==> config.mk <==
export PLATFORM = sky130hd
export DESIGN_NAME = dual_port_io
export DESIGN_NICKNAME = d
export VERILOG_FILES = /design/src/rtl/io_port_pkg.sv /design/src/rtl/pin_sync.sv /design/src/rtl/port_bank.sv /design/src/rtl/dual_port_io.sv
export SDC_FILE = /design/constraint.sdc
export NUM_CORES = 1
export LEC_CHECK = 0
export CORE_ASPECT_RATIO = 1.75
export CORE_MARGIN = 2
export CORE_UTILIZATION = 35
export CTS_CLUSTER_DIAMETER = 80
export DETAILED_ROUTE_END_ITERATION = 8
export GPL_ROUTABILITY_DRIVEN = 0
export PLACE_DENSITY = 0.67
export SYNTH_ARGS = -nofsm -noshare
export SYNTH_HDL_FRONTEND = slang
export SYNTH_SLANG_ARGS = --single-unit
==> constraint.sdc <==
create_clock -name clk -period 2.9 [get_ports clk]
set_input_delay 0.435 -clock clk [delete_from_list [all_inputs] [get_ports clk]]
set_output_delay 0.435 -clock clk [all_outputs]
set_load 0.01 [all_outputs]
==> src/rtl/io_port_pkg.sv <==
// Package: shared constants for the dual I/O port block.
// Assumes a 7-bit register address space and 8-bit data.
package io_port_pkg;
    localparam int ADDR_W   = 7;
    localparam int DATA_W   = 8;
    localparam int SEL_W    = 3;
    localparam int A_PINS   = 4;
    localparam int B_PINS   = 8;
    localparam logic [ADDR_W-1:0] A_ADDR = 7'h05;
    localparam logic [ADDR_W-1:0] B_ADDR = 7'h06;
    localparam logic [A_PINS-1:0] A_OD   = 4'b0001;
    localparam logic [B_PINS-1:0] B_OD   = 8'b0000_0010;
endpackage

==> src/rtl/pin_sync.sv <==
// Module: pin_sync
// Two-flop synchronizer for asynchronous pin levels.
// Assumes the inputs are level signals; both stages clear on reset.
module pin_sync #(
    parameter int W = 4
) (
    input  logic         clk,
    input  logic         rst_n,
    input  logic [W-1:0] d,
    output logic [W-1:0] q
);
    logic [W-1:0] stage1_q;
    logic [W-1:0] stage2_q;

    // Shift the pin levels through two flops.
    always_ff @(posedge clk) begin
        if (!rst_n) begin
            stage1_q <= '0;
            stage2_q <= '0;
        end else begin
            stage1_q <= d;
            stage2_q <= stage1_q;
        end
    end

    assign q = stage2_q;

    // Count cycles since reset so that the latency check looks back no further than reset.
    logic [1:0] age_q;
    always_ff @(posedge clk) begin
        if (!rst_n)              age_q <= '0;
        else if (age_q != 2'd3)  age_q <= age_q + 2'd1;
    end

    AST_SYNC_TWO_CYCLE: assert property (@(posedge clk) disable iff (!rst_n)
        (age_q == 2'd3) |-> (q == $past(d, 2)));
endmodule

==> src/rtl/port_bank.sv <==
// Module: port_bank
// One pin port: output latch, load-only direction register, per-pin
// push-pull or open-drain drive, and a synchronized read value.
// Assumes the parent decodes the write strobes. Read bits above W are 1.
module port_bank #(
    parameter int            W      = 4,
    parameter int            DW     = 8,
    parameter logic [W-1:0]  OD     = '0
) (
    input  logic          clk,
    input  logic          rst_n,
    input  logic          lat_we,
    input  logic [W-1:0]  lat_wdata,
    input  logic          dir_we,
    input  logic [W-1:0]  dir_wdata,
    input  logic [W-1:0]  pin_in,
    output logic [W-1:0]  pin_out,
    output logic [W-1:0]  pin_oe,
    output logic [DW-1:0] rd_val
);
    logic [W-1:0] lat_q;
    logic [W-1:0] dir_q;
    logic [W-1:0] sampled;

    // Output data latch, loaded by register-bus writes.
    always_ff @(posedge clk) begin
        if (!rst_n)      lat_q <= '0;
        else if (lat_we) lat_q <= lat_wdata;
    end

    // Direction register, loaded only by the direction-load strobe.
    always_ff @(posedge clk) begin
        if (!rst_n)      dir_q <= '1;
        else if (dir_we) dir_q <= dir_wdata;
    end

    pin_sync #(.W(W)) u_sync (
        .clk   (clk),
        .rst_n (rst_n),
        .d     (pin_in),
        .q     (sampled)
    );

    // Per-pin driver: open-drain pins only pull low.
    for (genvar i = 0; i < W; i++) begin : g_pin
        if (OD[i]) begin : g_od
            assign pin_out[i] = 1'b0;
            assign pin_oe[i]  = ~dir_q[i] & ~lat_q[i];
        end else begin : g_pp
            assign pin_out[i] = lat_q[i];
            assign pin_oe[i]  = ~dir_q[i];
        end
    end

    // Read value: sampled pins, unused upper bits read as one.
    if (W < DW) begin : g_pad
        assign rd_val = {{(DW-W){1'b1}}, sampled};
    end else begin : g_full
        assign rd_val = sampled;
    end

    AST_DIR_HOLD: assert property (@(posedge clk) disable iff (!rst_n)
        !dir_we |=> $stable(dir_q));
    AST_DIR_LOAD: assert property (@(posedge clk) disable iff (!rst_n)
        dir_we |=> (dir_q == $past(dir_wdata)));
    AST_LAT_LOAD: assert property (@(posedge clk) disable iff (!rst_n)
        lat_we |=> (lat_q == $past(lat_wdata)));
endmodule

==> src/rtl/dual_port_io.sv <==
// Module: dual_port_io
// Top: two pin ports on a register bus, with a direction-load path
// driven by the instruction decoder.
// Assumes the reads are combinational on bus_addr and the writes take effect at the next edge.
module dual_port_io
    import io_port_pkg::*;
#(
    parameter int                  P_ADDR_W = ADDR_W,
    parameter int                  P_DATA_W = DATA_W,
    parameter int                  P_SEL_W  = SEL_W,
    parameter int                  P_A_PINS = A_PINS,
    parameter int                  P_B_PINS = B_PINS,
    parameter logic [P_ADDR_W-1:0] P_A_ADDR = A_ADDR,
    parameter logic [P_ADDR_W-1:0] P_B_ADDR = B_ADDR,
    parameter logic [P_A_PINS-1:0] P_A_OD   = A_OD,
    parameter logic [P_B_PINS-1:0] P_B_OD   = B_OD
) (
    input  logic                clk,
    input  logic                rst_n,
    input  logic [P_ADDR_W-1:0] bus_addr,
    input  logic                bus_wr,
    input  logic [P_DATA_W-1:0] bus_wdata,
    output logic [P_DATA_W-1:0] bus_rdata,
    input  logic                dir_load,
    input  logic [P_SEL_W-1:0]  dir_sel,
    input  logic [P_DATA_W-1:0] dir_wval,
    input  logic [P_A_PINS-1:0] pa_in,
    output logic [P_A_PINS-1:0] pa_out,
    output logic [P_A_PINS-1:0] pa_oe,
    input  logic [P_B_PINS-1:0] pb_in,
    output logic [P_B_PINS-1:0] pb_out,
    output logic [P_B_PINS-1:0] pb_oe
);
    localparam logic [P_SEL_W-1:0] A_SEL = P_A_ADDR[P_SEL_W-1:0];
    localparam logic [P_SEL_W-1:0] B_SEL = P_B_ADDR[P_SEL_W-1:0];

    logic a_lat_we, b_lat_we, a_dir_we, b_dir_we;
    logic [P_DATA_W-1:0] a_rd, b_rd;

    // Decode bus writes and direction loads per port.
    always_comb begin
        a_lat_we = bus_wr   && (bus_addr == P_A_ADDR);
        b_lat_we = bus_wr   && (bus_addr == P_B_ADDR);
        a_dir_we = dir_load && (dir_sel  == A_SEL);
        b_dir_we = dir_load && (dir_sel  == B_SEL);
    end

    port_bank #(.W(P_A_PINS), .DW(P_DATA_W), .OD(P_A_OD)) u_port_a (
        .clk       (clk),
        .rst_n     (rst_n),
        .lat_we    (a_lat_we),
        .lat_wdata (bus_wdata[P_A_PINS-1:0]),
        .dir_we    (a_dir_we),
        .dir_wdata (dir_wval[P_A_PINS-1:0]),
        .pin_in    (pa_in),
        .pin_out   (pa_out),
        .pin_oe    (pa_oe),
        .rd_val    (a_rd)
    );

    port_bank #(.W(P_B_PINS), .DW(P_DATA_W), .OD(P_B_OD)) u_port_b (
        .clk       (clk),
        .rst_n     (rst_n),
        .lat_we    (b_lat_we),
        .lat_wdata (bus_wdata[P_B_PINS-1:0]),
        .dir_we    (b_dir_we),
        .dir_wdata (dir_wval[P_B_PINS-1:0]),
        .pin_in    (pb_in),
        .pin_out   (pb_out),
        .pin_oe    (pb_oe),
        .rd_val    (b_rd)
    );

    // Read mux: port addresses return their sampled pins, all others return zero.
    always_comb begin
        if (bus_addr == P_A_ADDR)      bus_rdata = a_rd;
        else if (bus_addr == P_B_ADDR) bus_rdata = b_rd;
        else                           bus_rdata = '0;
    end

    if (P_A_PINS < P_DATA_W) begin : g_chk_pad
        AST_A_UPPER_ONES: assert property (@(posedge clk) disable iff (!rst_n)
            (bus_addr == P_A_ADDR) |-> (&bus_rdata[P_DATA_W-1:P_A_PINS]));
    end
    AST_OTHER_ZERO: assert property (@(posedge clk) disable iff (!rst_n)
        ((bus_addr != P_A_ADDR) && (bus_addr != P_B_ADDR)) |-> (bus_rdata == '0));
endmodule

# --- Yosys cells after proc, flatten, opt, wreduce, memory -nomap -nowiden ---
# Cells that the tools add are included.
totals:
  reg_bits: 48
  elab_cells: 34
  inputBits: 42
classes:
  bitwise_logic: 16
  n_mux: 2
  reduce_logical: 4
  n_eq_ne: 4
ops:
  columns: ["op", "count"]
  rows:
  - ["$mux W8", 2]
  - ["$eq A7 B3 Y1 const B", 2]
  - ["$not A1 Y1", 14]
  - ["$eq A3 B3 Y1 const B", 2]
  - ["$logic_and A1 B1 Y1", 4]
  - ["$and A1 B1 Y1", 2]

# --- Longest topological paths before layout ---
# Gate-level depths: netlist of the first run.
depth:
  word_depth: 3
  ltp_mapped: 5
  depth_no_buf: 3

# --- Hierarchy ---
# From an unflattened synthesis of the first run, not the netlist that was laid out.
hier_totals:
  cells_unflattened: 194
  hier_area_um2: 2004.4
modules_own_cells:
  columns: ["mod", "seq_area_each_um2", "area_each_um2", "instances", "cells_each"]
  rows:
  - ["port_bank (u_port_b)", 320.3, 696.9, 1, 69]
  - ["pin_sync (u_port_b.u_sync)", 320.3, 446.7, 1, 33]
  - ["port_bank (u_port_a)", 160.2, 377.9, 1, 40]
  - ["dual_port_io", 0.0, 272.8, 1, 36]
  - ["pin_sync (u_port_a.u_sync)", 160.2, 210.2, 1, 16]

# --- Worst setup path after synthesis of the first run ---
# No wires, ideal clock.
synth_timing:
  path_type: "input-to-output"
  start: "input bus_addr[6]"
  end: "output bus_rdata[0]"
  path_buffers: 1
  t_arrival_ps: 1150
  path_slack_ps: 1315
  path_stages: 3
  path_cell_list: "or3_1 -> clkbuf_1 -> nor2_1"
synth_between:
  elab_chain_len: 3
  elab_cells_between_ends: 4
  cone_classes: "eq/ne (2); mux (2)"
synth_rtl:
  columns: ["element", "line_no", "source"]
  rows:
  - ["from (decl)", "dual_port_io.sv:20", "input logic [P_ADDR_W-1:0] bus_addr,"]
  - ["$eq A7 B3 Y1", "dual_port_io.sv:77", "else if (bus_addr == P_B_ADDR) bus_rdata = b_rd;"]
  - ["$mux W8", "dual_port_io.sv:77", null]
  - ["$mux W8 (*)", "dual_port_io.sv:76", "if (bus_addr == P_A_ADDR) bus_rdata = a_rd;"]
  - ["to (decl)", "dual_port_io.sv:23", "output logic [P_DATA_W-1:0] bus_rdata,"]
# Mark *: on every way between the ends. The rest lies on a longest branch, timed or not.

# --- Worst setup path after layout of the first run ---
layout_timing:
  start: "input bus_addr[3]"
  end: "output bus_rdata[3]"
# The elaborated chain is that of the path after synthesis.

==> results of run 1 <==
[metrics by stage]
stage	instances	hold WS, ns
detailed placement	292	0.417
finish	300	0.431
global placement	292	0.414
floorplan	191	0.406
global route	300	0.443
CTS	300	0.431
[cells by family (layout without fill, tap and decap cells)]
group	Yosys count	after routing	synth area share
muxes	16	16	0.0883
buffers and inverters	35	90	0.110
and+or+nand+nor	74	74	0.209
other	1	2	0.00207
DFF	48	48	0.530
AOI/OAI and AO/OA	16	16	0.0607
[report_power, final]
| part | switching [uW] | internal, uW | total [uW] |
|---|---|---|---|
| sequential | 5.13 | 679 | 684 |
| combinational | 39.7 | 73.5 | 113 |
| clock | 207 | 194 | 401 |
| total | 252 | 947 | 1200 |
[worst max-delay path, cell delays in order]
cell             delay [ns]
clkdlybuf4s50_1        0.41
and4bb_1               0.46
a22oi_1                0.11
nor2_1                 0.12
clkdlybuf4s50_1        0.55
[metal layers]
layer | GRT usage | up-vias | wire [um]
li1 | - | 701 | -
met1 | 0.136 | 622 | 1290
met2 | 0.234 | 46 | 1780
met3 | 0.0416 | 6 | 262
met4 | 0.0537 | 0 | 65
met5 | 0 | - | 0
[flip-flops by register name (all words and copies together) (netlist names)]
signal                    cells
u_port_a.dir_q                4
u_port_a.lat_q                4
u_port_a.u_sync.q             4
u_port_a.u_sync.stage1_q      4
u_port_b.dir_q                8
u_port_b.lat_q                8
u_port_b.u_sync.q             8
u_port_b.u_sync.stage1_q      8
[layout make-up]
type	count	area, um2	area share
multi-input cells	108	657	0.260
clock buffers	7	86.3	0.0342
inverters	11	41.3	0.0163
repair buffers	71	706	0.279
well taps	54	67.6	0.0267
flip-flops and latches	48	961	0.380
clock inverters	1	7.51	0.00297
[worst paths after layout]
kind / start / to / slack (ns) / depth (start not counted)
worst min-delay path: u_port_b.u_sync.stage1_q[2] / u_port_b.u_sync.q[2] / 0.43 / 1
worst max register to register: u_port_a.dir_q[1] / u_port_a.dir_q[1] / 2.25 / 2
worst max-delay path: bus_addr[3] / bus_rdata[3] / 0.37 / 5
worst min register to register: u_port_b.u_sync.stage1_q[2] / u_port_b.u_sync.q[2] / 0.43 / 1
[cells in the final DEF (no fill, tap or decap), types with 2 or more instances in the layout]
cell,n
conb_1,2
a22oi_1,4
o211ai_1,8
dfxtp_1,48
inv_1,11
nand2_1,32
a21oi_1,4
mux2i_1,16
nor2_1,10
and2_1,24
clkdlybuf4s50_1,70
clkbuf_8,6
==> summary.md, run 1 <==
| Metric | Value |
|---|---|
| Largest net degree at the start of global routing | 57 |
| Initial antenna violation count | 0 |
| PostCTS Resize Cnt | 0 |
| Port bufs | 71 |
| Normalized max-slew margin | 0.470 |
| Initial Utilization | 0.364 |
| Fin area | 2530 um2 |
| CP arrival | roughly 2.1 ns |
| Hold/Removal Path Class | reg2reg |
| Most frequent cell after synthesis | dfxtp_1 |
| Yosys warnings | 0 |
| Synth top area share | 0.530 |
| CTS clk-pin slew, worst paths | 0.08 ns |
| Synth cell types | 23 |
| DRT Pass-1 Iters | 4 |
| Final period util | 0.872 |
| Final core utilization | 0.508 |
| Final WL | roughly 3400 um |
| CTS sink cnt | 48 |
| Hold_buf cts | 0 |
| Top_reg_cell synth | dfxtp_1 |
| Area Growth Syn to Fin | 39.3% |
| Mapped Cells | 190 |
| Post-Place Setup Slack | between 0.3 and 0.4 ns |
| Critical-path maximum fanout | 9 |
| Pwr Total | 1200 uW |
| Max cap viols | 0 |
| Fin nets | 287 |
| Synth top cells by count | 48 x dfxtp_1, 32 x nand2_1, 24 x and2_1 |
| Root buf cell | clkbuf_8 |
| CTS tree | built |
| Max Transition Viols Final | 0 |
| Tmin final | 2.53 ns |
| WP data required | 2.47 ns |
| Layout cells sized above 1 | 0.0407 |
| H-tree depth | 2 |
| Synth top area cells | dfxtp_1 53%, mux2i_1 8.8%, and2_1 8.3%, nand2_1 6.6%, buf_4 5.4% |
| Tot GR Track Use | 0.131 |
| Pleak | 0.00105 uW |
| Clock Latency Late Sink | 0.29 ns |
| # diodes | 0 |
| Full die area | 5790 um2 |
| EDFF count, synth | 0 |
| Overflow after GRT | 0 |
| Row count | 34 |
| Syn Std Cell Area | 1810 um2 |
| Placed wire-length estimate | 2520 um |
| DR DRC count | 0 |
| Clock Skew | around 0.0082 ns |
| Global-route wire length before repair | 6000 um |
| Cell Pwr Density | 474 nW/um2 |
| Core region area | approximately 5000 um2 |
| Worst vdd ir | 0.388 mV |
| CTS Buf Count | 5 |
| Hold Vio Cnt, Final | 0 |
| Vias in the first global route | 1420 |
| ANT nets after route | 0 |
| Final setup viols | 0 |
| Unrepaired setup endpoints after global routing | false |
| Synth Register Bits | 48 |
| Routed len/inst | about 11 um |
| Setup ws final | 0.372 ns |
| Final TNS setup | 0 ns |
| Via count | between 1000 and 1500 |
| Clock Tree Buf Depth | 2 |
| Critical Path Sink Type | primary output |
| Outcome | finished clean |
| Post-CTS Setup Bufs | 0 |
| Avg Inst Size Synth | roughly 9.5 um2 |
| Async SR Flop Fraction | 0 |
| Post-synth top area cell | dfxtp_1 |
| Worst setup SP type | input pin |
| Setup CP Type | in2out |
| F_max | slightly below 0.4 GHz |
| Top Ports | between 70 and 80 |
| Slew @ Worst Pin | 0.795 ns |
| Register area share after synthesis | 0.530 |
| Fill cells | 480 |
| Die width | 58.4 um |
| Vias/cell | roughly 4.6 |
| Placed inst area | 2430 um2 |
| Initial detailed-routing violation count | 21 |
| Die height | between 90 and 100 um |
(Power assumes the default switching activity.)
==> run 2, diff against run 1 <==
- CTS_CLUSTER_SIZE: not set -> 28
- PLACE_DENSITY: 0.67 -> 0.75
==> run 2 against run 1 <==
Final area is essentially flat. Global-route usage shrank 1.0 points. Power grew 0.20%. Largest cell class unchanged. Largest power group unchanged.
==> summary.md, run 2 (same netlist as run 1, synthesis figures left out) <==
| Metric | Value |
|---|---|
| Outcome | finished clean |
| Max cap viols | 0 |
| ANT nets after route | 0 |
| Largest net degree at the start of global routing | 57 |
| Comb power frac | 0.094 |
| Tmin final | 2.59 ns |
| CTS tree | built |
| Die height | approximately 99 um |
| Top Ports | 74 |
| WP data required | 2.47 ns |
| Final setup viols | 0 |
| Power Internal | 943 uW |
| Overflow after GRT | 0 |
| Final WL | 3360 um |
| Port bufs | 71 |
| CP max stage cell | clkdlybuf4s50_1 |
| Part of the power in the clock network | 0.336 |
| Max Transition Viols Final | 0 |
| Unrepaired setup endpoints after global routing | false |
| Worst setup SP type | input pin |
| DR DRC count | 0 |
| Setup CP Type | in2out |
| H-tree depth | 2 |
| DRT Pass-1 Iters | 4 |
| Slowest stage delay, CP | around 0.56 ns |
| PostCTS Resize Cnt | 0 |
| Delay-heaviest family, CP | buffers and inverters |
| Pleak | around 0.0011 uW |
| Full die area | 5790 um2 |
| Root buf cell | clkbuf_8 |
| Area Growth Syn to Fin | 39.3% |
| Post-CTS Setup Bufs | 0 |
| Placed wire-length estimate | 2460 um |
| Hold_buf cts | 0 |
| Normalized max-slew margin | 0.474 |
| CTS Buf Count | 5 |
| Critical Path Sink Type | primary output |
| Layout cells sized above 1 | 0.0447 |
| Clock Latency Late Sink | 0.30 ns |
| Cell mode on critical path | clkdlybuf4s50_1 |
| CTS sink cnt | 48 |
| Hold/Removal Path Class | reg2reg |
| Fin cells | 300 |
| Fill cells | 460 |
| Hold Vio Cnt, Final | 0 |
| Routed len/inst | 11.2 um |
| Tot GR Track Use | 0.121 |
| Buf+Inv Stages, Crit Path | 2 |
| Vias/cell | between 4 and 5 |
| Vias in the first global route | 1194 |
| Crit-path cells | clkdlybuf4s50_1 -> and4bb_1 -> a22oi_1 -> nor2_1 -> clkdlybuf4s50_1 |
| Worst vdd ir | 0.473 mV |
| Row count | 34 |
| Sw Pwr | 258 uW |
| Clock Tree Buf Depth | 2 |
| Core region area | 4980 um2 |
| Most frequent cells in the layout | 70 x clkdlybuf4s50_1, 48 x dfxtp_1, 32 x nand2_1 |
| Seq pwr share | 0.570 |
| Via count | 1326 |
| CTS clk-pin slew, worst paths | 0.08 ns |
| Clock Skew | 0.00613 ns |
| Die width | 58.4 um |
| Commonest non-fill, non-tap cell in the layout | clkdlybuf4s50_1 |
| Placed Cells | 292 |
| Initial antenna violation count | 0 |
| Critical-path maximum fanout | 9 |
| Final TNS setup | 0 ns |
| # diodes | 0 |
| Fin nets | 287 |
| Final period util | 0.892 |
| Switching share of total power | 0.215 |
| Global-route wire length before repair | between 5000 and 6000 um |
| Initial Utilization | 0.364 |
| Cell Pwr Density | 476 nW/um2 |
| Slew @ Worst Pin | 0.789 ns |
| Initial detailed-routing violation count | 36 |
| F_max | a little under 0.4 GHz |
| CP arrival | between 2 and 2.5 ns |
run 2: cell type report:
cell class / instances / area [um2] / share of cell area
clock buffers: 6 / 82.6 / 0.0327
inverters: 11 / 41.3 / 0.0164
flip-flops and latches: 48 / 961 / 0.381
repair buffers: 71 / 706 / 0.279
clock inverters: 2 / 10.0 / 0.00396
well taps: 54 / 67.6 / 0.0268
multi-input cells: 108 / 657 / 0.260
run 2: power groups by stage:
stage	clock network (uW)	registers, uW	logic (uW)
6_report	404	684	113
4_1_cts	418	684	115
5_1_grt	438	686	124
2_1_floorplan	0	698	46.4
3_3_place_gp	0	700	113
3_5_place_dp	0	700	114
run 2: final timing paths:
path / start / endpoint / slack, ns / cells past startpoint
setup / recovery: bus_addr[3] / bus_rdata[2] / 0.31 / 5
hold / removal: u_port_a.u_sync.stage1_q[2] / u_port_a.u_sync.q[2] / 0.43 / 1
hold reg to reg: u_port_a.u_sync.stage1_q[2] / u_port_a.u_sync.q[2] / 0.43 / 1
setup reg to reg: u_port_a.dir_q[1] / u_port_a.dir_q[1] / 2.25 / 2
run 2: metal layers:
| metal | routed length [um] | GRT usage | vias to the layer above |
|---|---|---|---|
| li1 | - | - | 700 |
| met2 | 1780 | 0.197 | 45 |
| met3 | 203 | 0.0325 | 6 |
| met4 | 85 | 0.0698 | 0 |
| met1 | 1280 | 0.138 | 575 |
| met5 | 0 | 0 | - |
run 2: metrics by stage:
stage	util	total power (uW)	worst slack (ns)	hold slack, ns	instance area, um2
6_report	0.507	1200	0.314	0.429	2520
5_1_grt	0.507	1250	0.228	0.439	2520
4_1_cts	0.507	1220	0.301	0.435	2520
3_5_place_dp	0.489	814	0.327	0.417	2430
3_3_place_gp	0.489	813	0.354	0.414	2430
2_1_floorplan	-	745	1.31	0.406	1820
